**config.mk**
```make
export PLATFORM = sky130hd
export DESIGN_NAME = coi_irq_unit
export DESIGN_NICKNAME = d
export VERILOG_FILES = /design/src/rtl/coi_pkg.sv /design/src/rtl/coi_ctrl.sv /design/src/rtl/coi_datapath.sv /design/src/rtl/coi_irq_unit.sv
export SDC_FILE = /design/constraint.sdc
export NUM_CORES = 1
export LEC_CHECK = 0
export ABC_AREA = 1
export CAP_MARGIN = 10
export CORE_MARGIN = 2
export CORE_UTILIZATION = 48
export CTS_CLUSTER_SIZE = 25
export DETAILED_ROUTE_END_ITERATION = 12
export PLACE_DENSITY = 0.9
export SLEW_MARGIN = 20
export SYNTH_ARGS = -nofsm -noshare
export SYNTH_HDL_FRONTEND = slang
export SYNTH_SLANG_ARGS = --single-unit
```
**constraint.sdc**
```tcl
create_clock -name clk -period 1.7 [get_ports clk]
set_input_delay 0.34 -clock clk [delete_from_list [all_inputs] [get_ports clk]]
set_output_delay 0.34 -clock clk [all_outputs]
set_load 0.005 [all_outputs]
```
**src/rtl/coi_pkg.sv**
```systemverilog
package coi_pkg;
  // Strobes from control to datapath
  typedef struct packed {
    logic warm;    // previous-sample register holds a real sample
    logic eoiClr;  // end-of-interrupt clear this edge
  } coiStrobe_t;
endpackage

```
**src/rtl/coi_ctrl.sv**
```systemverilog
module coi_ctrl #(
  parameter int NUM_NIB = 4
) (
  input  logic                    clk,
  input  logic                    rstN,
  input  logic                    eoiStrobe,
  input  logic [NUM_NIB-1:0]      dirOut,
  output coi_pkg::coiStrobe_t     strobes,
  output logic [NUM_NIB-1:0]      wipeNib,
  output logic [NUM_NIB-1:0]      inNib
);
  logic               primedQ;
  logic [NUM_NIB-1:0] dirQ;

  always_ff @(posedge clk or negedge rstN) begin
    if (!rstN) begin
      primedQ <= 1'b0;
      dirQ    <= '0;
    end else begin
      primedQ <= 1'b1;
      dirQ    <= dirOut;
    end
  end

  always_comb begin
    strobes.warm   = primedQ;
    strobes.eoiClr = eoiStrobe;
    wipeNib        = dirOut & ~dirQ;
    inNib          = ~dirOut;
  end
endmodule

```
**src/rtl/coi_datapath.sv**
```systemverilog
module coi_datapath #(
  parameter int NIB_W   = 4,
  parameter int NUM_NIB = 4,
  localparam int NUM_CH = NIB_W * NUM_NIB
) (
  input  logic                 clk,
  input  logic                 rstN,
  input  logic [NUM_CH-1:0]    pinLevel,
  input  logic [NUM_CH-1:0]    chanEn,
  input  coi_pkg::coiStrobe_t  strobes,
  input  logic [NUM_NIB-1:0]   wipeNib,
  input  logic [NUM_NIB-1:0]   inNib,
  output logic [NUM_CH-1:0]    sampleOut,
  output logic [NUM_CH-1:0]    flagOut
);
  logic [NUM_CH-1:0] sampleQ;
  logic [NUM_CH-1:0] prevQ;
  logic [NUM_CH-1:0] changed;

  always_ff @(posedge clk or negedge rstN) begin
    if (!rstN) begin
      sampleQ <= '0;
      prevQ   <= '0;
    end else if (!strobes.warm) begin
      sampleQ <= pinLevel;  // first sample primes both stages
      prevQ   <= pinLevel;
    end else begin
      sampleQ <= pinLevel;
      prevQ   <= sampleQ;
    end
  end

  assign changed   = {NUM_CH{strobes.warm}} & (sampleQ ^ prevQ);
  assign sampleOut = sampleQ;

  for (genvar n = 0; n < NUM_NIB; n++) begin : g_nib
    for (genvar b = 0; b < NIB_W; b++) begin : g_ch
      localparam int CH = n * NIB_W + b;
      logic flagQ;
      logic setHit;
      assign setHit = changed[CH] & chanEn[CH] & inNib[n];
      always_ff @(posedge clk or negedge rstN) begin
        if (!rstN)              flagQ <= 1'b0;
        else if (wipeNib[n])    flagQ <= 1'b0;
        else if (setHit)        flagQ <= 1'b1;
        else if (strobes.eoiClr) flagQ <= 1'b0;
      end
      assign flagOut[CH] = flagQ;
    end
  end
endmodule

```
**src/rtl/coi_irq_unit.sv**
```systemverilog
module coi_irq_unit #(
  parameter int NIB_W   = 4,
  parameter int NUM_NIB = 4,
  localparam int NUM_CH = NIB_W * NUM_NIB,
  localparam int HALF   = NUM_CH / 2
) (
  input  logic               clk,
  input  logic               rstN,
  input  logic [NUM_CH-1:0]  pinLevel,
  input  logic [NUM_NIB-1:0] dirOut,
  input  logic [HALF-1:0]    enLo,
  input  logic [HALF-1:0]    enHi,
  input  logic               eoiStrobe,
  input  logic               serialMode,
  input  logic               statSel,
  output logic [NUM_CH-1:0]  inputReg,
  output logic [HALF-1:0]    msgLo,
  output logic [HALF-1:0]    msgHi,
  output logic               intN,
  output logic               statusLineA,
  output logic               statusLineB
);
  coi_pkg::coiStrobe_t strobes;
  logic [NUM_NIB-1:0]  wipeNib;
  logic [NUM_NIB-1:0]  inNib;
  logic [NUM_CH-1:0]   flags;
  logic                irqActive;

  coi_ctrl #(.NUM_NIB(NUM_NIB)) ctrl_i (
    .clk(clk), .rstN(rstN), .eoiStrobe(eoiStrobe), .dirOut(dirOut),
    .strobes(strobes), .wipeNib(wipeNib), .inNib(inNib)
  );

  coi_datapath #(.NIB_W(NIB_W), .NUM_NIB(NUM_NIB)) dp_i (
    .clk(clk), .rstN(rstN), .pinLevel(pinLevel), .chanEn({enHi, enLo}),
    .strobes(strobes), .wipeNib(wipeNib), .inNib(inNib),
    .sampleOut(inputReg), .flagOut(flags)
  );

  assign irqActive   = |flags;
  assign intN        = ~irqActive;
  assign msgLo       = flags[HALF-1:0];
  assign msgHi       = flags[NUM_CH-1:HALF];
  assign statusLineA = serialMode & ~statSel & irqActive;
  assign statusLineB = serialMode &  statSel & irqActive;
endmodule

```
== After elaboration in Yosys (flattened, before gate mapping) ==
Cells that the tools add are included.

* Input bits: 41
* Word-level logic and storage cells: 114
* Bits in registers: 53
* Output and inout bits: 35

* Reductions and logical operators: 17
* Bitwise logic cells: 43
* Muxes and demuxes: 34

{| class="wikitable"
|+ Operators by type and width
! kind !! count
|-
| $reduce_bool 3->1 || 16
|-
| $and 1x1->1 || 36
|-
| $mux 1 || 33
|-
| $and 16x16->16 || 1
|-
| $mux 16 || 1
|-
| $reduce_or 16->1 || 1
|-
| $xor 16x16->16 || 1
|-
| $not 4->4 || 2
|-
| $and 4x4->4 || 1
|-
| $not 1->1 || 2
|}

== Longest topological paths before layout ==
* Depth after elaboration: 6
* Depth in mapped cells: 6
* Gate-level depth less buffers: 4

== Modules after synthesis ==
Synthesis repeated with hierarchy kept, for this count alone.

* Cell total of the unflattened synthesis: 270
* Area total of the unflattened synthesis: 2392.3 µm²

{| class="wikitable"
|+ By module, submodules not included
! module !! seq. area each (µm²) !! times used !! area each (µm²) !! cells each
|-
| coi_datapath || 1201.2 || 1 || 2128.3 || 234
|-
| coi_ctrl || 125.1 || 1 || 183.9 || 16
|-
| coi_irq_unit || 0.0 || 1 || 80.1 || 20
|}

== Worst setup path after synthesis ==
Ideal clock, no wire load.

* Path type: flip-flop to output port
* Start point: reg dp_i.g_nib[3].g_ch[0].flagQ
* End point: out intN
* Buffers on the path: 0
* Cell stages (with the launch flop): 5
* Arrival: 800 ps
* Path slack: 560 ps
* Required time: 1360 ps
* Path through: dfrtp_1 -> nor2_1 -> nand2_1 -> nor2_1 -> and2_1

* Word-level cells in the longest chain between the ends: 2

{| class="wikitable"
|+ RTL lines
! what !! line !! source
|-
| start: declaration || coi_datapath.sv:39 || <nowiki>logic flagQ;</nowiki>
|-
| start signal: assignment || coi_datapath.sv:43 || <nowiki>if (!rstN) flagQ <= 1'b0;</nowiki>
|-
| start signal: assignment || coi_datapath.sv:44 || <nowiki>else if (wipeNib[n]) flagQ <= 1'b0;</nowiki>
|-
| start signal: assignment || coi_datapath.sv:45 || <nowiki>else if (setHit) flagQ <= 1'b1;</nowiki>
|-
| $reduce_or 16->1 || coi_irq_unit.sv:40 || <nowiki>assign irqActive = |flags;</nowiki>
|-
| $not 1->1 || coi_irq_unit.sv:41 || <nowiki>assign intN = ~irqActive;</nowiki>
|-
| end: declaration || coi_irq_unit.sv:19 || <nowiki>output logic intN,</nowiki>
|}

Every way passes these cells.

== Final worst setup path ==
* Start point: reg dp_i.g_nib[2].g_ch[1].flagQ
* End point: out statusLineA

* Word-level cells in the longest chain between the ends: 2

{| class="wikitable"
|+ RTL lines
! what !! line !! source
|-
| start: declaration || coi_datapath.sv:39 ||
|-
| start signal: assignment || coi_datapath.sv:43 ||
|-
| start signal: assignment || coi_datapath.sv:44 ||
|-
| start signal: assignment || coi_datapath.sv:45 ||
|-
| $reduce_or 16->1 || coi_irq_unit.sv:40 ||
|-
| $and 1x1->1 || coi_irq_unit.sv:44 || <nowiki>assign statusLineA = serialMode & ~statSel & irqActive;</nowiki>
|-
| end: declaration || coi_irq_unit.sv:20 || <nowiki>output logic statusLineA,</nowiki>
|}

Every way passes these cells.

==> metrics.txt <==
syn nets 261; Synth Area per Inst 9.94 um^2; Post-synth top cells 54 x nand2_1, 53 x dfrtp_1, 22 x inv_1; hpwl dp 3390 um; antenna violations before repair 0; top-count cell post-synth nand2_1; CP dominant cell by count nor2_2; number of buffers created by CTS 5; Finished Core Util 0.708; H-tree levels 2; Fin. Hold Viols 0; Final Setup Violations 0; FF-to-FF path depth 4; critical-path cell list nor2_2, nand2_1, nor2_2, buf_4, a21oi_1, clkbuf_2; crit path launch type flop; R2R setup slack 0.52 ns; GR Util All Layers 0.195; CTS tree built; FFs w/ async S/R, synth 1.00; NumNets Final 345; cts hold-fix bufs 0; Lkg Pwr 1.49 nW; fraction of layout cells with a size suffix above 1 0.134; worst vdd ir 0.710 mV; pin count of the biggest net entering global routing 54; diode count 0; Worst-Skew Late Latency 0.29 ns; PwrDens 806 nW/um^2; worst hold margin 0.0276 ns; Max clock buf depth 2; Reg2Reg Launch Point ctrl_i.primedQ; critical path peak fanout 2; Die X 71.5 um; flops & latches, synth 53; DR DRC count 0; Starting Density 0.499; DIE AREA 5110 um^2; Max Freq 612 MHz; Gate Count Post-Synth 220; CP Data Required Time 1.36 ns; Final Power 2.50 mW; top post-synthesis cells by area dfrtp_1 61%, nand2_1 9.3%, xor2_1 6.4%, buf_4 5.8%, o21ai_0 4.6%; clock root cell clkbuf_8; IO Pins 76; slowest CP cell dfrtp_1; Setup crit end kind output port; synth unique cells 15; FP Rows 24; WL final 4680 um; drt initial violations 93; vias in the first global route 1726; ratio of final minimum period to clock period 0.961; main flop type after synthesis dfrtp_1; Area Overhead vs Synth 42.0%; Vias/cell 4.68; HP Class input port to asynchronous set/reset pin; R2R Path End dp_i.g_nib[3].g_ch[0].flagQ; Synth Cell Area 2190 um^2; post-route antenna net violation count 0; routed len/inst 13.1 um; grt total ovfl 0; Post-Layout Cell Count 357; Worst-path clk slew 0.09 ns; top cell type's share of synthesized area 0.607; max incr delay on CP 0.40 ns; first-pass GRT wire length 7670 um; clock net sink count 53; post-synth top area cell dfrtp_1; min cycle time layout 1.63 ns; yosys warns 0; IO buf count 75; Arrival @ worst endpoint 1.29 ns; register area share after synthesis 0.607; RSZ-0062 raised after global routing true; Placed Cells 332; Setup CP Type flop to output port; vias after detailed routing 1670; Post-synth EDFFs 0; Core Box Area 4380 um^2; routability cong. 0.804; Worst Clk Skew 0.00604 ns; 1st-pass router iterations 4; die height 71.5 um; Max-Cap Viols 0; status finished clean; final max-slew violation count 0
==> layout by cell type (no fill, tap or decap), drive strengths merged <==
cell type      Yosys  final
a21oi              2      2
and2               1      1
buf               20     24
clkbuf             0     10
clkdlybuf4s50      0     70
conb               1      1
dfrtp             53     53
dlymetal6s2s       0      1
inv               23     23
nand2             54     54
nand3             16     16
nor2              14     14
o21ai             20     20
xor2              16     16
==> final cells by class <==
cell class / instances / area, um^2
Timing Repair Buffer: 97 / 911
Fill cell: 306 / 1280
Tap cell: 52 / 65.1
Multi-Input combinational cell: 124 / 634
Clock buffer: 8 / 80.1
Inverter: 23 / 86.3
Sequential cell: 53 / 1330
==> kinds of logic after synthesis <==
group                  after synthesis  synth area share
XOR/XNOR                            16            0.0641
flip-flops                          53             0.607
AND/OR/NAND/NOR                     85             0.167
buffers and inverters               43             0.110
AO/OA/AOI/OAI                       22            0.0504
other                                1           0.00172
==> registers in the layout (all words and copies together), names as in the netlist <==
register and count:
dp_i.sampleOut 16, ctrl_i.dirQ 4, dp_i.prevQ 16, dp_i.g_nib.g_ch.flagQ 16
ctrl_i.primedQ 1
==> power breakdown <==
group          leakage, nW  internal [mW]  switching, mW
sequential           0.653           1.34         0.0482
combinational        0.795          0.273          0.193
clock               0.0395          0.293          0.356
total                 1.49           1.90          0.598
==> stage by stage <==
| step | setup TNS [ns] | setup slack [ns] | instance area (um^2) |
|---|---|---|---|
| 2_1_floorplan | 0 | 0.560 | 2190 |
| 3_3_place_gp | -0.225 | -0.113 | 2890 |
| 3_5_place_dp | -0.346 | -0.185 | 2890 |
| 4_1_cts | -0.00581 | -0.00581 | 3090 |
| 5_1_grt | -0.0146 | -0.0141 | 3100 |
| 6_report | 0 | 0.0658 | 3100 |
==> layer usage <==
layer,GRT usage,up-vias,share of wire
li1,-,826,-
met1,0.237,788,0.40
met2,0.346,45,0.54
met3,0.0225,11,0.032
met4,0.0922,0,0.027
met5,0,-,0
==> timing repair <==
action                                  4_1_cts  5_1_grt
pin swaps                                     2        6
gates cloned                                  0        0
gates resized for setup                       6       11
endpoints found under the setup margin        3        3
setup buffers                                16        1
==> worst max-delay path: cells and delay by family (launching register included) <==
| family | cells | cell delay [ns] |
|---|---|---|
| simple gates | 3 | 0.32 |
| buf+inv | 2 | 0.23 |
| compound gates | 1 | 0.06 |
| flops | 1 | 0.40 |
==> worst max-delay path by stage <==
| stage | start | to | slack (ns) | cells past startpoint |
|---|---|---|---|---|
| after floorplan | dp_i.g_nib[3].g_ch[0].flagQ | intN | 0.56 | 4 |
| after global placement | serialMode | statusLineA | -0.11 | 4 |
| after detailed placement | statSel | statusLineA | -0.19 | 5 |
| after CTS | dp_i.g_nib[0].g_ch[2].flagQ | statusLineA | -0.006 | 6 |
| after global routing | dp_i.g_nib[2].g_ch[1].flagQ | statusLineA | -0.01 | 6 |
| final | dp_i.g_nib[2].g_ch[1].flagQ | statusLineA | 0.07 | 6 |
No activity file was read; power rests on OpenSTA's default activity.
